==> src/rtl/unjam_pkg.sv <==
package unjam_pkg;
  typedef enum logic [1:0] {
    PH_IDLE = 2'd0,
    PH_PULL = 2'd1,
    PH_FREE = 2'd2
  } phase_e;

  typedef enum logic [1:0] {
    END_NONE  = 2'd0,
    END_OK    = 2'd1,
    END_STUCK = 2'd2
  } outcome_e;
endpackage

==> src/rtl/unjam_rst_sync.sv <==
module unjam_rst_sync #(
  parameter int STAGES = 2
) (
  input  logic clk,
  input  logic arst_n,
  output logic rst_n_sync
);
  logic [STAGES-1:0] chain_q;
  logic [STAGES-1:0] chain_d;

  always_comb begin
    chain_d = {chain_q[STAGES-2:0], 1'b1};
  end

  always_ff @(posedge clk or negedge arst_n) begin
    if (!arst_n) chain_q <= '0;
    else         chain_q <= chain_d;
  end

  assign rst_n_sync = chain_q[STAGES-1];
endmodule

==> src/rtl/unjam_sync.sv <==
module unjam_sync #(
  parameter int   STAGES   = 2,
  parameter logic RST_VAL  = 1'b1
) (
  input  logic clk,
  input  logic rst_n,
  input  logic async_i,
  output logic sync_o
);
  logic [STAGES-1:0] stage_q;
  logic [STAGES-1:0] stage_d;

  genvar g;
  generate
    for (g = 0; g < STAGES; g++) begin : g_stage
      if (g == 0) begin : g_first
        always_comb stage_d[g] = async_i;
      end else begin : g_rest
        always_comb stage_d[g] = stage_q[g-1];
      end
    end
  endgenerate

  always_ff @(posedge clk or negedge rst_n) begin
    if (!rst_n) stage_q <= {STAGES{RST_VAL}};
    else        stage_q <= stage_d;
  end

  assign sync_o = stage_q[STAGES-1];
endmodule

==> src/rtl/unjam_timer.sv <==
module unjam_timer #(
  parameter int CNT_W = 16
) (
  input  logic             clk,
  input  logic             rst_n,
  input  logic             load_i,
  input  logic [CNT_W-1:0] load_val_i,
  output logic             zero_o
);
  logic [CNT_W-1:0] cnt_q;
  logic [CNT_W-1:0] cnt_d;
  logic             cnt_en;

  always_comb begin
    cnt_en = load_i || (cnt_q != '0);
    cnt_d  = cnt_q;
    if (load_i)             cnt_d = load_val_i;
    else if (cnt_q != '0)   cnt_d = cnt_q - 1'b1;
  end

  always_ff @(posedge clk or negedge rst_n) begin
    if (!rst_n)      cnt_q <= '0;
    else if (cnt_en) cnt_q <= cnt_d;
  end

  assign zero_o = (cnt_q == '0);
endmodule

==> src/rtl/unjam_ctrl.sv <==
module unjam_ctrl
  import unjam_pkg::*;
#(
  parameter int CNT_W      = 16,
  parameter int MAX_PULSES = 9
) (
  input  logic             clk,
  input  logic             rst_n,
  input  logic             start_i,
  input  logic [CNT_W-1:0] half_per_i,
  input  logic             sda_s_i,
  input  logic             tmr_zero_i,
  output logic             tmr_load_o,
  output logic [CNT_W-1:0] tmr_val_o,
  output logic             scl_pull_o,
  output logic             busy_o,
  output logic             done_o,
  output logic             ok_o,
  output logic             stuck_o
);
  localparam int PW = $clog2(MAX_PULSES + 1);
  localparam logic [PW-1:0] LAST_PULSE = PW'(MAX_PULSES);

  phase_e          ph_q, ph_d;
  logic [PW-1:0]   pulse_q, pulse_d;
  outcome_e        end_q, end_d;
  logic [CNT_W-1:0] half_eff;

  always_comb begin
    half_eff  = (half_per_i == '0) ? CNT_W'(1) : half_per_i;
    tmr_val_o = half_eff - 1'b1;
  end

  always_comb begin
    ph_d       = ph_q;
    pulse_d    = pulse_q;
    end_d      = END_NONE;
    tmr_load_o = 1'b0;
    unique case (ph_q)
      PH_IDLE: begin
        if (start_i) begin
          ph_d       = PH_PULL;
          pulse_d    = PW'(1);
          tmr_load_o = 1'b1;
        end
      end
      PH_PULL: begin
        if (tmr_zero_i) begin
          ph_d       = PH_FREE;
          tmr_load_o = 1'b1;
        end
      end
      PH_FREE: begin
        if (tmr_zero_i) begin
          if (sda_s_i) begin
            ph_d  = PH_IDLE;
            end_d = END_OK;
          end else if (pulse_q == LAST_PULSE) begin
            ph_d  = PH_IDLE;
            end_d = END_STUCK;
          end else begin
            ph_d       = PH_PULL;
            pulse_d    = pulse_q + 1'b1;
            tmr_load_o = 1'b1;
          end
        end
      end
      default: ph_d = PH_IDLE;
    endcase
  end

  always_ff @(posedge clk or negedge rst_n) begin
    if (!rst_n) begin
      ph_q    <= PH_IDLE;
      pulse_q <= '0;
      end_q   <= END_NONE;
    end else begin
      ph_q    <= ph_d;
      pulse_q <= pulse_d;
      end_q   <= end_d;
    end
  end

  assign scl_pull_o = (ph_q == PH_PULL);
  assign busy_o     = (ph_q != PH_IDLE);
  assign done_o     = (end_q != END_NONE);
  assign ok_o       = (end_q == END_OK);
  assign stuck_o    = (end_q == END_STUCK);


  idle_release_chk: assert property (@(posedge clk) disable iff (!rst_n)
    !busy_o |-> !scl_pull_o);


  pull_hold_chk: assert property (@(posedge clk) disable iff (!rst_n)
    $fell(scl_pull_o) |-> $past(tmr_zero_i));


  ok_needs_high_chk: assert property (@(posedge clk) disable iff (!rst_n)
    $rose(ok_o) |-> $past(sda_s_i));


  pulse_bound_chk: assert property (@(posedge clk) disable iff (!rst_n)
    pulse_q <= LAST_PULSE);


  stuck_full_chk: assert property (@(posedge clk) disable iff (!rst_n)
    $rose(stuck_o) |-> ($past(pulse_q) == LAST_PULSE));


  one_outcome_chk: assert property (@(posedge clk) disable iff (!rst_n)
    done_o |-> (ok_o ^ stuck_o));


  done_single_chk: assert property (@(posedge clk) disable iff (!rst_n)
    done_o |=> !done_o);


  no_restart_chk: assert property (@(posedge clk) disable iff (!rst_n)
    (busy_o && start_i && ph_q == PH_PULL && !tmr_zero_i) |=> (ph_q == PH_PULL));
endmodule

==> src/rtl/bus_unjam_top.sv <==
module bus_unjam_top #(
  parameter int CNT_W       = 16,
  parameter int MAX_PULSES  = 9,
  parameter int SYNC_STAGES = 2
) (
  input  logic             clk,
  input  logic             rst_n,
  input  logic             start_i,
  input  logic [CNT_W-1:0] half_per_i,
  input  logic             sda_i,
  output logic             scl_pull_o,
  output logic             busy_o,
  output logic             done_o,
  output logic             ok_o,
  output logic             stuck_o
);
  logic             rst_n_i;
  logic             sda_s;
  logic             tmr_load;
  logic [CNT_W-1:0] tmr_val;
  logic             tmr_zero;

  unjam_rst_sync #(.STAGES(2)) u_rst (
    .clk        (clk),
    .arst_n     (rst_n),
    .rst_n_sync (rst_n_i)
  );

  unjam_sync #(.STAGES(SYNC_STAGES), .RST_VAL(1'b1)) u_sda (
    .clk     (clk),
    .rst_n   (rst_n_i),
    .async_i (sda_i),
    .sync_o  (sda_s)
  );

  unjam_timer #(.CNT_W(CNT_W)) u_tmr (
    .clk        (clk),
    .rst_n      (rst_n_i),
    .load_i     (tmr_load),
    .load_val_i (tmr_val),
    .zero_o     (tmr_zero)
  );

  unjam_ctrl #(.CNT_W(CNT_W), .MAX_PULSES(MAX_PULSES)) u_ctrl (
    .clk        (clk),
    .rst_n      (rst_n_i),
    .start_i    (start_i),
    .half_per_i (half_per_i),
    .sda_s_i    (sda_s),
    .tmr_zero_i (tmr_zero),
    .tmr_load_o (tmr_load),
    .tmr_val_o  (tmr_val),
    .scl_pull_o (scl_pull_o),
    .busy_o     (busy_o),
    .done_o     (done_o),
    .ok_o       (ok_o),
    .stuck_o    (stuck_o)
  );


  reset_release_chk: assert property (@(posedge clk)
    !rst_n |-> !scl_pull_o);
endmodule

==> config.mk <==
export PLATFORM = sky130hd
export DESIGN_NAME = bus_unjam_top
export DESIGN_NICKNAME = d
export VERILOG_FILES = /design/src/rtl/unjam_pkg.sv /design/src/rtl/unjam_rst_sync.sv /design/src/rtl/unjam_sync.sv /design/src/rtl/unjam_timer.sv /design/src/rtl/unjam_ctrl.sv /design/src/rtl/bus_unjam_top.sv
export SDC_FILE = /design/constraint.sdc
export NUM_CORES = 1
export LEC_CHECK = 0
export BUFFER_PORTS_ARGS = -buffer_cell sky130_fd_sc_hd__buf_2
export CAP_MARGIN = 30
export CORE_UTILIZATION = 29
export DETAILED_ROUTE_END_ITERATION = 7
export GPL_ROUTABILITY_DRIVEN = 0
export PLACE_DENSITY = 0.58
export SYNTH_ARGS = -nofsm -noshare
export SYNTH_HDL_FRONTEND = slang
export SYNTH_SLANG_ARGS = --single-unit
==> constraint.sdc <==
create_clock -name clk -period 0.8 [get_ports clk]
set_input_delay 0.12 -clock clk [delete_from_list [all_inputs] [get_ports clk]]
set_output_delay 0.12 -clock clk [all_outputs]
set_load 0.01 [all_outputs]
==> flow_results.org <==
** Detailed routing
- Via count :: 1933
- Residual antenna-violating net count after detailed routing :: 0
- Violation count after the first detailed-route iteration :: 44
- For this run, design rule violations remaining after detail routing come to 0.
- Post-detailed-route wirelength per cell :: 14.3 microns
- First-pass iteration count of the detailed router :: 4
- Post-Route WL :: 5.62 mm
- Dividing the detail-routed via count by the number of cells gives 4.91.

** Yosys
- After Yosys synthesis, full adders, half adders and majority gates account for 2.13% of the synthesized area.
- The synthesized netlist contains 43 unique library cells.
- Seq cells post-synth :: 28
- A synthesized cell averages roughly 9 sq um.
- Post-synthesis compound-gate area fraction :: ~17%
- Post-Syn Area :: 1760 sq um
- The synthesized design contains 0 enable-type register cells.
- Post-synthesis share of cell area spent on and, or, nand and nor gates :: a little over a quarter
- Dominant register cell in the synthesized netlist :: sky130_fd_sc_hd__dfrtp_1
- For this run, asynchronously set or reset flops after synthesis account for 100%.
- Sequential element share of the synthesized area :: 40.0%
- Post-synthesis net count :: 218
- Synthesis produced 195 cells.
- By area, the combinational part of the netlist is dominated by simple AND/OR/NAND/NOR gates.
- Fraction of synthesized area in multiplexers :: less than 1%
- Fraction of synthesized cell area in xor and xnor cells :: 10.5%
- Total of warnings raised by yosys :: 0

** STA
- Across all setup checks in the final design, the least slack found is -2560 ps.
- Hold Fails Final Rpt :: 0
- Final period util :: 420%
- For the final database, setup skew stands at 5.59 ps.
- Max-slew headroom at the worst pin :: 64.9%
- Post-route worst hold slack :: 147 ps
- Setup repair after global routing could not meet its margin everywhere.
- Final min period :: 3360 ps
- At the pin with the least slew margin, the transition time is 522 ps.
- Max Clk Rate :: 298 MHz
- The number of pins exceeding their max-slew limit in the final report was 0.
- Final setup violation count :: 29

** CTS
- TritonCTS built the clock tree.
- Counting the buffers created by CTS gives 3.
- Num Clock Sinks :: 28
- Clock-pin slew was measured on the worst setup and hold paths at roughly 110 ps.
- CTS H-tree depth :: 1
- Clock latency on the worst-skew pair, taken at its later pin, is around 280 ps.
- Clock root cell :: sky130_fd_sc_hd__clkbuf_8
- The clock passes through at most 2 buffers.

** Place
- Post-DP HPWL :: 3.71 mm
- Worst setup slack after placement :: -2600 ps
- After detailed placement, the total cell area comes to 2580 sq um.
- Placed Cells :: 365
- Total of buffers placed on input and output ports :: 24

** Setup path
- Nature of the critical path startpoint :: register
- Top fanout value on the critical path :: 6
- For the worst setup path, the data arrival time is approximately 3500 ps.
- The worst register-to-register path begins at u_tmr.cnt_q[10].
- For flop-to-flop paths, the worst setup slack is -2560 ps.
- Kind of end point of the critical path :: register
- STA puts the critical path data required time at 970 ps.
- Number of cells traversed by the worst register-to-register path :: 9
- Endpoint of the most critical register-to-register path :: u_tmr.cnt_q[14]
- Critical path capture point :: u_tmr.cnt_q[14]
- First element of the critical path :: u_tmr.cnt_q[10]
- The critical path in this run is classified as reg2reg.

** GRT
- Entering global routing, the biggest net connects 27 pins.
- Gr ovfl total :: 0
- Global-route wire length before repair :: 9.44 mm
- Global routing consumed, over all layers together, a little under a fifth of the routing resources.
- The initial antenna violation count came to 0.
- The via count of the first global-routing pass was 2060.

** Floorplan
- Die Ht :: 79.9 microns
- In this run the core area contains 28 standard-cell rows.
- Core area :: 5890 sq um
- The floorplan step set the die width to about 80 microns.
- The floorplan step defined a die boundary enclosing 6380 sq um.
- Initial core utilization :: 29.9%
- Ports :: 25

** Status
- The checks that failed: setup timing.
- Status :: finished with violations

** Pwr
- Total power of the final layout :: 0.00597 W
- Internal power :: 0.00397 W
- VDD sags by at most 848 uV.
- Part of the power in combinational logic :: 47.8%
- Clock power share :: 19.5%
- Of the total power, the share spent switching nets is 33.6%.
- Switching Power :: 0.00200 W
- Sequential share of power :: 32.7%
- The analysis attributes to cell leakage a power of 1.40 nW.
- Dividing total power by cell area gives a power density of 1860 nW/um^2.

** Hold path
- Worst min path class :: in2async

** Final layout
- Relative to the synthesized area, the layout overhead comes to 82.4%.
- Commonest non-fill, non-tap cell in the layout :: sky130_fd_sc_hd__buf_4
- Layout cells sized above 1 :: a little under three fifths
- After the flow finishes, the layout carries non-filler instances totaling 394.
- Final net count :: 343
- In the layout the commonest cells are 74 x sky130_fd_sc_hd__buf_4, 27 x sky130_fd_sc_hd__buf_6, 24 x sky130_fd_sc_hd__dfrtp_1, 21 x sky130_fd_sc_hd__buf_2, 17 x sky130_fd_sc_hd__xnor2_1.
- Number of antenna repair diodes :: 0
- Post-layout instance area :: 3210 sq um

** Job
- Across the run, the number of max-cap violations was 0.
[kinds of logic after synthesis]
group                    count (synthesis)
other                                    1
AO/OA/AOI/OAI                           45
adder cells (fa/ha/maj)                  3
buffers and inverters                   10
multiplexers                             1
XOR/XNOR                                21
AND/OR/NAND/NOR                         86
flip-flops                              28
[metal layers]
layer	routed length (microns)	share of wire, %	global-route usage, %	vias to the layer above
li1	-	-	-	969
met1	2400	43	21.7	913
met2	2970	53	36.4	43
met3	183	3.3	2.86	8
met4	74	1.3	5.36	0
met5	0	0	0	-
[metrics by stage]
step / setup TNS (ps) / util [%]
5_1_grt: -58550 / 54.5
6_report: -55860 / 54.5
3_3_place_gp: -41330 / 43.9
3_5_place_dp: -41860 / 43.9
2_1_floorplan: -42150 / -
4_1_cts: -52940 / 52.9
[sequential cells by signal, indices dropped and copies added, names as in the netlist]
signal and count:
u_tmr.cnt_q 16, u_ctrl.pulse_q 4, u_ctrl.end_q 2, u_ctrl.ph_q 2, u_rst.chain_q 2, u_sda.stage_q 2
[power groups by stage]
stage	clock, W	combinational [W]	sequential, W
6_report	0.00117	0.00285	0.00195
5_1_grt	0.00125	0.00306	0.00200
4_1_cts	0.00116	0.00263	0.00194
3_5_place_dp	0	0.00213	0.00196
3_3_place_gp	0	0.00210	0.00195
2_1_floorplan	0	0.000984	0.00211
[critical path, stage by stage, from the launching register on]
cell	delay, ps
sky130_fd_sc_hd__dfrtp_1	400
sky130_fd_sc_hd__or4_4	550
sky130_fd_sc_hd__or3_4	420
sky130_fd_sc_hd__o41ai_4	330
sky130_fd_sc_hd__mux2i_1	240
sky130_fd_sc_hd__ha_2	190
sky130_fd_sc_hd__or4b_4	540
sky130_fd_sc_hd__nor4_2	290
sky130_fd_sc_hd__xnor2_1	190
sky130_fd_sc_hd__o22ai_1	100
[what timing repair did]
action	4_1_cts	5_1_grt
setup buffers	20	7
cloned	1	0
pin swaps	11	5
hold buffers	2	0
setup endpoints to repair	29	29
hold endpoints to repair	3	0
resized for setup	65	16
[cell type report]
class	count	area, sq um
fillers	530	2680
multi-input cells	157	1280
repair buffers	127	1050
flip-flops and latches	28	706
well taps	75	93.8
clock buffers	3	41.3
clock inverters	1	30.0
inverters	3	11.3
[worst min-delay path by stage]
stage / start / to / slack [ps] / depth (start not counted)
after CTS: rst_n / u_rst.chain_q[1] / 140 / 2
after global placement: rst_n / u_rst.chain_q[0] / -90 / 1
after global routing: rst_n / u_rst.chain_q[0] / 140 / 2
after detailed placement: rst_n / u_rst.chain_q[0] / -90 / 1
final: rst_n / u_rst.chain_q[0] / 150 / 2
after floorplan: rst_n / u_rst.chain_q[0] / -180 / 0
[synthesized netlist by cell type, types with 2 or more instances]
| cell type | count | area (sq um) |
|---|---|---|
| sky130_fd_sc_hd__a211oi_1 | 3 | 22.5 |
| sky130_fd_sc_hd__a21oi_1 | 16 | 80.1 |
| sky130_fd_sc_hd__buf_6 | 2 | 22.5 |
| sky130_fd_sc_hd__clkbuf_1 | 5 | 18.8 |
| sky130_fd_sc_hd__dfrtp_1 | 26 | 651 |
| sky130_fd_sc_hd__dfstp_2 | 2 | 52.6 |
| sky130_fd_sc_hd__ha_1 | 3 | 37.5 |
| sky130_fd_sc_hd__inv_1 | 3 | 11.3 |
| sky130_fd_sc_hd__nand2_1 | 10 | 37.5 |
| sky130_fd_sc_hd__nand2b_1 | 3 | 18.8 |
| sky130_fd_sc_hd__nand3_1 | 3 | 15.0 |
| sky130_fd_sc_hd__nand4_1 | 3 | 18.8 |
| sky130_fd_sc_hd__nor2_1 | 14 | 52.6 |
| sky130_fd_sc_hd__nor2b_1 | 5 | 31.3 |
| sky130_fd_sc_hd__nor3_1 | 16 | 80.1 |
| sky130_fd_sc_hd__nor4_1 | 10 | 62.6 |
| sky130_fd_sc_hd__o21ai_0 | 10 | 50.1 |
| sky130_fd_sc_hd__o22a_1 | 2 | 17.5 |
| sky130_fd_sc_hd__o22ai_1 | 4 | 25.0 |
| sky130_fd_sc_hd__or2_2 | 4 | 25.0 |
| sky130_fd_sc_hd__or3_1 | 7 | 43.8 |
| sky130_fd_sc_hd__or3_2 | 2 | 15.0 |
| sky130_fd_sc_hd__or4_1 | 3 | 22.5 |
| sky130_fd_sc_hd__xnor2_1 | 17 | 149 |
| sky130_fd_sc_hd__xor2_1 | 4 | 35.0 |
(Power assumes the default switching activity.)
